===== config.mk =====
export PLATFORM = sky130hd
export DESIGN_NAME = burst_read_seq
export DESIGN_NICKNAME = d
export VERILOG_FILES = /design/src/rtl/brs_pkg.sv /design/src/rtl/brs_ctrl.sv /design/src/rtl/brs_addrgen.sv /design/src/rtl/brs_bufram.sv /design/src/rtl/burst_read_seq.sv
export SDC_FILE = /design/constraint.sdc
export NUM_CORES = 1
export LEC_CHECK = 0
export ABC_CLOCK_PERIOD_IN_PS = 1950
export CAP_MARGIN = 20
export CORE_MARGIN = 2
export CORE_UTILIZATION = 30
export CTS_CLUSTER_SIZE = 25
export DETAILED_ROUTE_END_ITERATION = 7
export PLACE_DENSITY_LB_ADDON = 0.1
export SLEW_MARGIN = 25
export SYNTH_ARGS = -nofsm -noshare
export SYNTH_HDL_FRONTEND = slang
export SYNTH_SLANG_ARGS = --single-unit

===== constraint.sdc =====
create_clock -name clk -period 1.95 [get_ports clk]
set_input_delay 0.2925 -clock clk [delete_from_list [all_inputs] [get_ports clk]]
set_output_delay 0.2925 -clock clk [all_outputs]
set_load 0.05 [all_outputs]

===== src/rtl/brs_pkg.sv =====
package brs_pkg;
  typedef enum logic [1:0] {
    MODE_WRAP  = 2'd0,
    MODE_CONT  = 2'd1,
    MODE_BLOCK = 2'd2,
    MODE_BAD   = 2'd3
  } mode_e;

  typedef struct packed {
    logic [2:0] lat;
    logic [2:0] lenCode;
    mode_e      mode;
    logic [1:0] speed;
  } cfg_t;

  typedef struct packed {
    logic load;
    logic step;
  } dpCtl_t;

  function automatic logic [3:0] lenLog(input cfg_t c);
    if (c.mode == MODE_CONT || c.lenCode == 3'd4) return 4'd10;
    return 4'd2 + {2'b00, c.lenCode[1:0]};
  endfunction

  function automatic logic cfgIllegal(input cfg_t c);
    logic latBad;
    logic lenBad;
    case (c.speed)
      2'd0:    latBad = c.lat < 3'd3;
      2'd1:    latBad = c.lat < 3'd4;
      default: latBad = c.lat < 3'd6;
    endcase
    case (c.mode)
      MODE_WRAP:  lenBad = c.lenCode > 3'd3;
      MODE_CONT:  lenBad = 1'b0;
      MODE_BLOCK: lenBad = c.lenCode > 3'd4;
      default:    lenBad = 1'b1;
    endcase
    return latBad | lenBad;
  endfunction
endpackage


===== src/rtl/brs_ctrl.sv =====
module brs_ctrl
  import brs_pkg::*;
#(
  parameter int MAX_LOG = 10,
  localparam int CNT_W = MAX_LOG + 1
) (
  input  logic   clk,
  input  logic   rstN,
  input  logic   chipEn,
  input  logic   startReq,
  input  logic   cfgWr,
  input  cfg_t   cfgIn,
  output cfg_t   cfgCur,
  output logic   cfgErr,
  output logic   busy,
  output logic   rdyQ,
  output logic   wrapEn,
  output logic [3:0] winLog,
  output dpCtl_t ctl
);
  typedef enum logic [1:0] {ST_IDLE, ST_WAIT, ST_BURST} state_e;

  state_e     state;
  cfg_t       cfgQ;
  logic [2:0] latCnt;
  logic [CNT_W-1:0] beatCnt;
  logic       startGo;
  logic       fire;
  logic [3:0] curLog;
  logic [CNT_W-1:0] beatLoad;

  assign cfgErr   = cfgIllegal(cfgQ);
  assign curLog   = lenLog(cfgQ);
  assign beatLoad = (CNT_W'(1) << curLog) - CNT_W'(1);
  assign startGo  = (state == ST_IDLE) && startReq && chipEn && !cfgErr;
  assign fire     = (state == ST_BURST) && chipEn;
  assign busy     = (state != ST_IDLE);
  assign ctl      = '{load: startGo, step: fire};
  assign wrapEn   = (cfgQ.mode != MODE_BLOCK);
  assign winLog   = curLog;
  assign cfgCur   = cfgQ;

  always_ff @(posedge clk) begin
    if (!rstN) begin
      state   <= ST_IDLE;
      cfgQ    <= '{lat: 3'd4, lenCode: 3'd0, mode: MODE_WRAP, speed: 2'd0};
      latCnt  <= '0;
      beatCnt <= '0;
      rdyQ    <= 1'b0;
    end else begin
      rdyQ <= fire;
      if (cfgWr && state == ST_IDLE && !startGo) cfgQ <= cfgIn;
      case (state)
        ST_IDLE: begin
          if (startGo) begin
            state   <= ST_WAIT;
            latCnt  <= cfgQ.lat - 3'd1;
            beatCnt <= beatLoad;
          end
        end
        ST_WAIT: begin
          if (!chipEn)              state  <= ST_IDLE;
          else if (latCnt == 3'd1)  state  <= ST_BURST;
          else                      latCnt <= latCnt - 3'd1;
        end
        ST_BURST: begin
          if (!chipEn || beatCnt == '0) state   <= ST_IDLE;
          else                          beatCnt <= beatCnt - CNT_W'(1);
        end
        default: state <= ST_IDLE;
      endcase
    end
  end
endmodule


===== src/rtl/brs_addrgen.sv =====
module brs_addrgen
  import brs_pkg::*;
#(
  parameter int ADDR_W = 16
) (
  input  logic              clk,
  input  logic              rstN,
  input  dpCtl_t            ctl,
  input  logic [ADDR_W-1:0] startAddr,
  input  logic              wrapEn,
  input  logic [3:0]        winLog,
  output logic [ADDR_W-1:0] curAddr
);
  logic [ADDR_W-1:0] winMask;
  logic [ADDR_W-1:0] incAddr;
  logic [ADDR_W-1:0] nextAddr;

  assign winMask  = (ADDR_W'(1) << winLog) - ADDR_W'(1);
  assign incAddr  = curAddr + ADDR_W'(1);
  assign nextAddr = wrapEn ? ((curAddr & ~winMask) | (incAddr & winMask)) : incAddr;

  always_ff @(posedge clk) begin
    if (!rstN)         curAddr <= '0;
    else if (ctl.load) curAddr <= startAddr;
    else if (ctl.step) curAddr <= nextAddr;
  end
endmodule


===== src/rtl/brs_bufram.sv =====
module brs_bufram #(
  parameter int ADDR_W = 16,
  parameter int DATA_W = 16,
  parameter logic [DATA_W-1:0] SEED = 16'h5A3C
) (
  input  logic              clk,
  input  logic              rstN,
  input  logic              rdEn,
  input  logic [ADDR_W-1:0] addr,
  output logic [DATA_W-1:0] rdData
);
  // Read-only model: each word holds its own address XOR a seed.
  always_ff @(posedge clk) begin
    if (!rstN)     rdData <= '0;
    else if (rdEn) rdData <= DATA_W'(addr) ^ SEED;
  end
endmodule


===== src/rtl/burst_read_seq.sv =====
module burst_read_seq
  import brs_pkg::*;
#(
  parameter int ADDR_W  = 16,
  parameter int DATA_W  = 16,
  parameter int MAX_LOG = 10,
  parameter logic [DATA_W-1:0] SEED = 16'h5A3C
) (
  input  logic              clk,
  input  logic              rstN,
  input  logic              chipEn,
  input  logic              startReq,
  input  logic [ADDR_W-1:0] startAddr,
  input  logic              cfgWr,
  input  logic [2:0]        cfgLat,
  input  logic [2:0]        cfgLen,
  input  logic [1:0]        cfgMode,
  input  logic [1:0]        cfgSpeed,
  output logic              cfgErr,
  output logic              rdy,
  output logic [DATA_W-1:0] dout
);
  cfg_t              cfgIn;
  cfg_t              cfgCur;
  dpCtl_t            ctl;
  logic              busy;
  logic              rdyQ;
  logic              wrapEn;
  logic [3:0]        winLog;
  logic [ADDR_W-1:0] curAddr;

  assign cfgIn = '{lat: cfgLat, lenCode: cfgLen, mode: mode_e'(cfgMode), speed: cfgSpeed};
  assign rdy   = rdyQ & chipEn;

  brs_ctrl #(.MAX_LOG(MAX_LOG)) u_ctrl (
    .clk(clk), .rstN(rstN), .chipEn(chipEn), .startReq(startReq),
    .cfgWr(cfgWr), .cfgIn(cfgIn), .cfgCur(cfgCur), .cfgErr(cfgErr),
    .busy(busy), .rdyQ(rdyQ), .wrapEn(wrapEn), .winLog(winLog), .ctl(ctl)
  );

  brs_addrgen #(.ADDR_W(ADDR_W)) u_addr (
    .clk(clk), .rstN(rstN), .ctl(ctl), .startAddr(startAddr),
    .wrapEn(wrapEn), .winLog(winLog), .curAddr(curAddr)
  );

  brs_bufram #(.ADDR_W(ADDR_W), .DATA_W(DATA_W), .SEED(SEED)) u_ram (
    .clk(clk), .rstN(rstN), .rdEn(ctl.step), .addr(curAddr), .rdData(dout)
  );
endmodule


==> results of run 1 <==
metrics by stage:
stage                     setup TNS (ns)  hold WS, ns  power (mW)  cells
after floorplan                        0        0.418        1.73    355
final                                  0        0.458        3.12    582
after global routing             -0.0196        0.479        3.29    582
after CTS                        -0.0150        0.461        3.09    579
after global placement             -4.52        0.449        2.00    564
after detailed placement           -5.60        0.452        2.00    564
worst paths after layout:
path / end / cells past startpoint / slack (ns) / from
max: u_ctrl.beatCnt[6]$_SDFFE_PN0P_ / 7 / 0.03 / u_ctrl.beatCnt[0]$_SDFFE_PN0P_
min reg2reg: u_ram.rdData[10]$_SDFFE_PN0P_ / 2 / 0.46 / u_ram.rdData[10]$_SDFFE_PN0P_
min: u_ram.rdData[10]$_SDFFE_PN0P_ / 2 / 0.46 / u_ram.rdData[10]$_SDFFE_PN0P_
max reg2reg: u_ctrl.beatCnt[6]$_SDFFE_PN0P_ / 7 / 0.03 / u_ctrl.beatCnt[0]$_SDFFE_PN0P_
worst max-delay path, delay by kind of cell, from the launching register on:
family / cells / cell delay (ns)
AND/OR/NAND/NOR: 3 / 0.82
AO/OA/AOI/OAI: 2 / 0.48
flip-flops: 1 / 0.33
adder cells (fa/ha/maj): 1 / 0.13
buffers and inverters: 1 / 0.06
per-layer routing:
metal / wire [um] / up-vias / share of wire [%] / GRT usage, %
li1: - / 1440 / - / -
met1: 4150 / 1315 / 49 / 23.6
met2: 3850 / 60 / 45 / 24.4
met3: 326 / 10 / 3.8 / 4.41
met4: 141 / 0 / 1.7 / 4.96
met5: 0 / - / 0 / 0
power by group through the flow:
stage / clock network, mW / registers, mW / logic, mW
final: 1.08 / 1.35 / 0.698
after global routing: 1.17 / 1.36 / 0.768
after CTS: 1.11 / 1.34 / 0.640
after detailed placement: 0 / 1.37 / 0.629
after global placement: 0 / 1.37 / 0.628
after floorplan: 0 / 1.36 / 0.362
logic make-up after synthesis:
| kind of cell | share of synthesized area, % |
|---|---|
| flip-flops | 40.3 |
| buffers and inverters | 4.06 |
| adder cells (fa/ha/maj) | 2.56 |
| AO/OA/AOI/OAI | 19.2 |
| multiplexers | 3.42 |
| other | 0.128 |
| XOR/XNOR | 6.23 |
| AND/OR/NAND/NOR | 24.1 |
cells in the mapped netlist (2+ instances only):
cell type,instances
a2111oi_1,2
a211oi_1,7
a211oi_2,2
a21oi_1,37
a22oi_1,2
and2_1,2
buf_2,8
clkbuf_1,9
dfxtp_1,59
ha_1,6
inv_1,10
mux2i_1,10
nand2_1,29
nand2b_1,5
nand3_1,15
nand3b_1,2
nand4_1,5
nor2_1,50
nor2b_1,4
nor3_1,6
nor4_1,4
o21ai_0,2
o21ai_1,14
o221ai_1,4
o22ai_1,4
o311ai_1,2
o31ai_1,2
or2_2,2
or4b_1,2
xnor2_1,9
xor2_1,10
layout make-up:
| class | instances | area [um2] |
|---|---|---|
| fillers | 1054 | 5390 |
| multi-input cells | 267 | 1760 |
| clock inverters | 5 | 55.1 |
| flip-flops and latches | 59 | 1190 |
| clock buffers | 10 | 128 |
| repair buffers | 97 | 912 |
| well taps | 133 | 166 |
| inverters | 11 | 41.3 |
what timing repair did:
item | CTS | global route
pin swaps | 1 | 5
resized for setup | 3 | 31
gates cloned | 0 | 1
setup buffers | 0 | 2
endpoints found under the setup margin | 11 | 16
==> metrics.txt, run 1 <==
status=completed; Ant. Diodes=0; sw power=0.908 mW; DRT Pass-1 Iters=6; 1st-iter DRT viols=142; GR Overflow Total=0; combinational power share=22.4%; drt total wl=~8.5 mm; slack of the critical path=approximately 0.032 ns; largest net degree at the start of global routing=38; clock transition at the registers of the reported paths=0.07 ns; Final ANT Viol Nets=0; min Tclk post-route=around 1.9 ns; crit share post-route=a little over nine tenths; Synth top area share=40.3%; most common cell after layout, fill and taps aside=dfxtp_1; Longest Clk Path Bufs=2; EDFF count, synth=0; critical path, cell by cell=inv_2 > ha_4 > or4b_4 > nor4_4 > a21o_1 > nand2_2 > a32o_1; WP data arrival=between 2 and 2.5 ns; routed via count=about 2800; Die Y-Extent=just over 100 um; Area Overhead vs Synth=45.0%; crit end category=register; Area after DPL=3890 um2; root buf cell=clkbuf_8; Most used DFF post-synth=dfxtp_1; RSZ-0062 raised after global routing=true; Core Util, Final=44.1%; sequential area share after synthesis=40.3%; Leakage=roughly 1.6 nW; P per Cell Area=~730 nW/um2; ys async rst share=0%; initial antenna violation count=0; clk sink count=59; vias per cell=4.85; die area=10600 um2; fin nets=just under 500; Yosys reg bits=59; Tightest Hold Check Type=register to register; Clk pwr share=34.5%; IO Count=roughly 50; Remaining DRCs=0; Reg power frac=43.2%; max incr delay on CP=0.48 ns; pre-CTS setup slack=-0.256 ns; Rel. slew slack=64.3%; Setup Viol. Count Final=0; drt wl/cell=14.6 um; worst-path fanout max=4; post-DP HPWL=5.92 mm; Max stage delay cell, worst path=or4b_4; clk_skew=0.00792 ns; Hold-fix buffers, CTS=0; layout cell share with drive strength beyond 1=23.6%; Slew Viols, Final=0; YS warnings=0; TritonCTS clock tree=yes; first-pass GRT wire length=13.4 mm; Initial Util=roughly 30%; Hold Fails Final Rpt=0; GRT Overall Usage=16.5%; DIE WIDTH=103 um; Synth Cell Area=2930 um2; number of global-route vias before repair=2746; Max Clk Rate=~0.52 GHz; Final Cell Area=4250 um2; H-tree levels=3; cts bufs inserted=9; Max VDD drop=between 0.3 and 0.4 mV; Worst Max-Slew Pin Slew=around 0.53 ns; Setup CP Type=register to register; Max-cap violations=0; Critical Path RT=2.18 ns; most area-consuming cells after synthesis=dfxtp_1 40%, nor2_1 6.4%, a21oi_1 6.3%, nand2_1 3.7%, mux2i_1 3.4%; switch share=29.1%; clock latency on the worst-skew pair=0.34 ns; synthesized area per cell=roughly 8.3 um2; synth unique cells=60; Pint=~2.2 mW; core region area=9640 um2; Startpoint Class=register; Buffers on Ports=48; RePlAce Congestion=0.854; std cell rows=36; commonest cells after routing, fill and taps aside=54 x dfxtp_1, 49 x nor2_1, 45 x clkdlybuf4s50_1; top cell type by total area after synthesis=dfxtp_1; Gate Count Post-Synth=354
Power figures use the tool's default switching activity.
==> run 2: changes to the inputs <==
Settings changed: CELL_PAD_IN_SITES_DETAIL_PLACEMENT set to 1, CELL_PAD_IN_SITES_GLOBAL_PLACEMENT set to 2, CORE_UTILIZATION 30 to 28, SETUP_SLACK_MARGIN set to 0.02.
==> run 2 against run 1 <==
Compared with the run above:
- critical endpoint unchanged
- fmax fell by 1.7%
- critical path depth unchanged
- total power up 4.2%
- hold slack is essentially flat
- the flow now finishes with violations (negative setup slack)
==> metrics.txt, run 2 (synthesis gave the netlist of run 1 again) <==
Remaining DRCs=0 (unchanged); routed via count=2906 (+2.9%); Max Clk Rate=0.512 GHz (-1.7%); status=finished with violations; core region area=10200 um2 (+6.1%); 1st-iter DRT viols=82 (-42%); hold path cells=2 (unchanged); Final Cell Area=4400 um2 (+3.6%); crit end category=register; commonest cells after routing, fill and taps aside=52 x dfxtp_1, 48 x nor2_1, 48 x buf_4; worst r2r path cells=7 (unchanged); Ant. Diodes=0 (unchanged); Startpoint Class=register; RSZ-0062 raised after global routing=true; TritonCTS clock tree=yes; vias per cell=4.91 (+1.1%); Final ANT Viol Nets=0 (unchanged); Area Overhead vs Synth=50.2%; Critical Path RT=2.19 ns (about the same); root buf cell=clkbuf_8; Max-cap violations=0 (unchanged); drt total wl=9.16 mm (+8.2%); layout cell share with drive strength beyond 1=27.2% (+3.6 points); Top delay family on crit path=simple AND/OR/NAND/NOR gates; post-DP HPWL=6.59 mm (+11%); GR Overflow Total=0 (unchanged); die area=11300 um2 (+6.9%); Leakage=1.65 nW (+3.0%); first-pass GRT wire length=15.0 mm (+11%); FF+latch area=1190 um2 (+0.42%); min Tclk post-route=1.95 ns (+0.0337 ns); critical path, cell by cell=inv_2 > ha_4 > or4b_4 > nor4_4 > a21o_1 > nand2_2 > a32o_1; slack of the critical path=-0.00170 ns (-0.0337 ns); worst-path fanout max=5 (+1); Die Y-Extent=106 um (+3.4%); Rel. slew slack=60.7% (-3.6 points); failing checks=negative setup slack; IO Count=49 (unchanged); Initial Util=28.6% (-1.8 points); # fillers=1224 (+16%); GRT Overall Usage=17.0% (+0.52 points); Slew Viols, Final=0 (unchanged); Hold-fix buffers, CTS=0 (unchanged); Longest Clk Path Bufs=2 (unchanged); Area after DPL=3970 um2 (+2.0%); DIE WIDTH=106 um (+3.4%); drt wl/cell=15.5 um (+6.3%); clk sink count=59 (unchanged); clk_skew=0.0127 ns (+0.00474 ns); Buffers on Ports=48 (unchanged); Setup Viol. Count Final=1 (+1); Max VDD drop=0.312 mV (-8.4%); H-tree levels=3 (unchanged); Tightest Hold Check Type=register to register; max incr delay on CP=0.47 ns (about the same); most common cell after layout, fill and taps aside=dfxtp_1; Core Util, Final=43.0% (-1.1 points); cts bufs inserted=9 (unchanged); std cell rows=37 (+2.8%); clock transition at the registers of the reported paths=0.08 ns (about the same); Buf+Inv Stages, Crit Path=1 (unchanged); number of global-route vias before repair=2999 (+9.2%); Setup CP Type=register to register; crit share post-route=100% (+1.7 points); DRT Pass-1 Iters=4 (-2); RePlAce Congestion=0.828 (-3.0%); initial antenna violation count=0 (unchanged); CP Depth=7 (unchanged); multi-input logic area=1830 um2 (+4.0%); fin nets=488 (+1.2%); Max stage delay cell, worst path=or4b_4; pre-CTS setup slack=-0.285 ns (-0.0290 ns); clock latency on the worst-skew pair=0.35 ns (about the same); WP data arrival=2.19 ns (+0.04 ns); P per Cell Area=739 nW/um2 (+0.62%); Worst Max-Slew Pin Slew=0.589 ns (+0.0543 ns); Hold Fails Final Rpt=0 (unchanged); largest net degree at the start of global routing=33 (-13%)
[run 2: changes by cell type in the layout (fill, tap and decap cells not counted), sizes merged]
cell	before	now
buf	50	57
clkbuf	11	9
inv	10	12
[run 2: final timing paths]
path	slack [ns]	endpoint	from
setup / recovery	-0.002	u_ctrl.beatCnt[6]$_SDFFE_PN0P_	u_ctrl.beatCnt[1]$_SDFFE_PN0P_
hold / removal	0.46	u_ram.rdData[0]$_SDFFE_PN0P_	u_ram.rdData[0]$_SDFFE_PN0P_
setup reg to reg	-0.002	u_ctrl.beatCnt[6]$_SDFFE_PN0P_	u_ctrl.beatCnt[1]$_SDFFE_PN0P_
hold reg to reg	0.46	u_ram.rdData[0]$_SDFFE_PN0P_	u_ram.rdData[0]$_SDFFE_PN0P_
[run 2: tightest hold or removal path: stages (launching register included)]
cell	delay, ns
dfxtp_1	0.32
nand2_1	0.05
a21oi_1	0.05
[run 2: per-layer routing]
metal / share of wire (%) / up-vias / GRT usage [%]
li1: - / 1449 / -
met1: 50 / 1402 / 23.3
met2: 46 / 47 / 26.6
met3: 2.8 / 8 / 3.00
met4: 1.4 / 0 / 6.77
met5: 0 / - / 0
[run 2: what timing repair did]
action	in CTS	in global routing
resized for setup	7	44
endpoints found under the setup margin	5	25
buffers inserted	1	2
pin swaps	0	18
cloned	0	0
[run 2: through the flow]
| step | hold WS [ns] | cells | power [mW] | TNS [ns] |
|---|---|---|---|---|
| global route | 0.476 | 592 | 3.45 | -0.833 |
| CTS | 0.459 | 590 | 3.23 | 0 |
| finish | 0.458 | 592 | 3.25 | -0.00170 |
| global placement | 0.444 | 573 | 2.03 | -1.77 |
| detailed placement | 0.447 | 573 | 2.04 | -2.39 |
| floorplan | 0.418 | 355 | 1.73 | 0 |
[run 2: power breakdown]
group / switching [mW] / internal, mW / leakage (nW)
combinational: 0.361 / 0.380 / 1.07
sequential: 0.0766 / 1.27 / 0.483
clock: 0.562 / 0.598 / 0.0962
[run 2: layout make-up]
class                           instances  share of cell area [%]
Sequential cell                        59                    27.1
Clock inverter                          7                    1.73
Timing Repair Buffer                  103                    22.0
Inverter                               11                   0.938
Clock buffer                            9                    2.81
Multi-Input combinational cell        267                    41.6
Tap cell                              136                    3.87
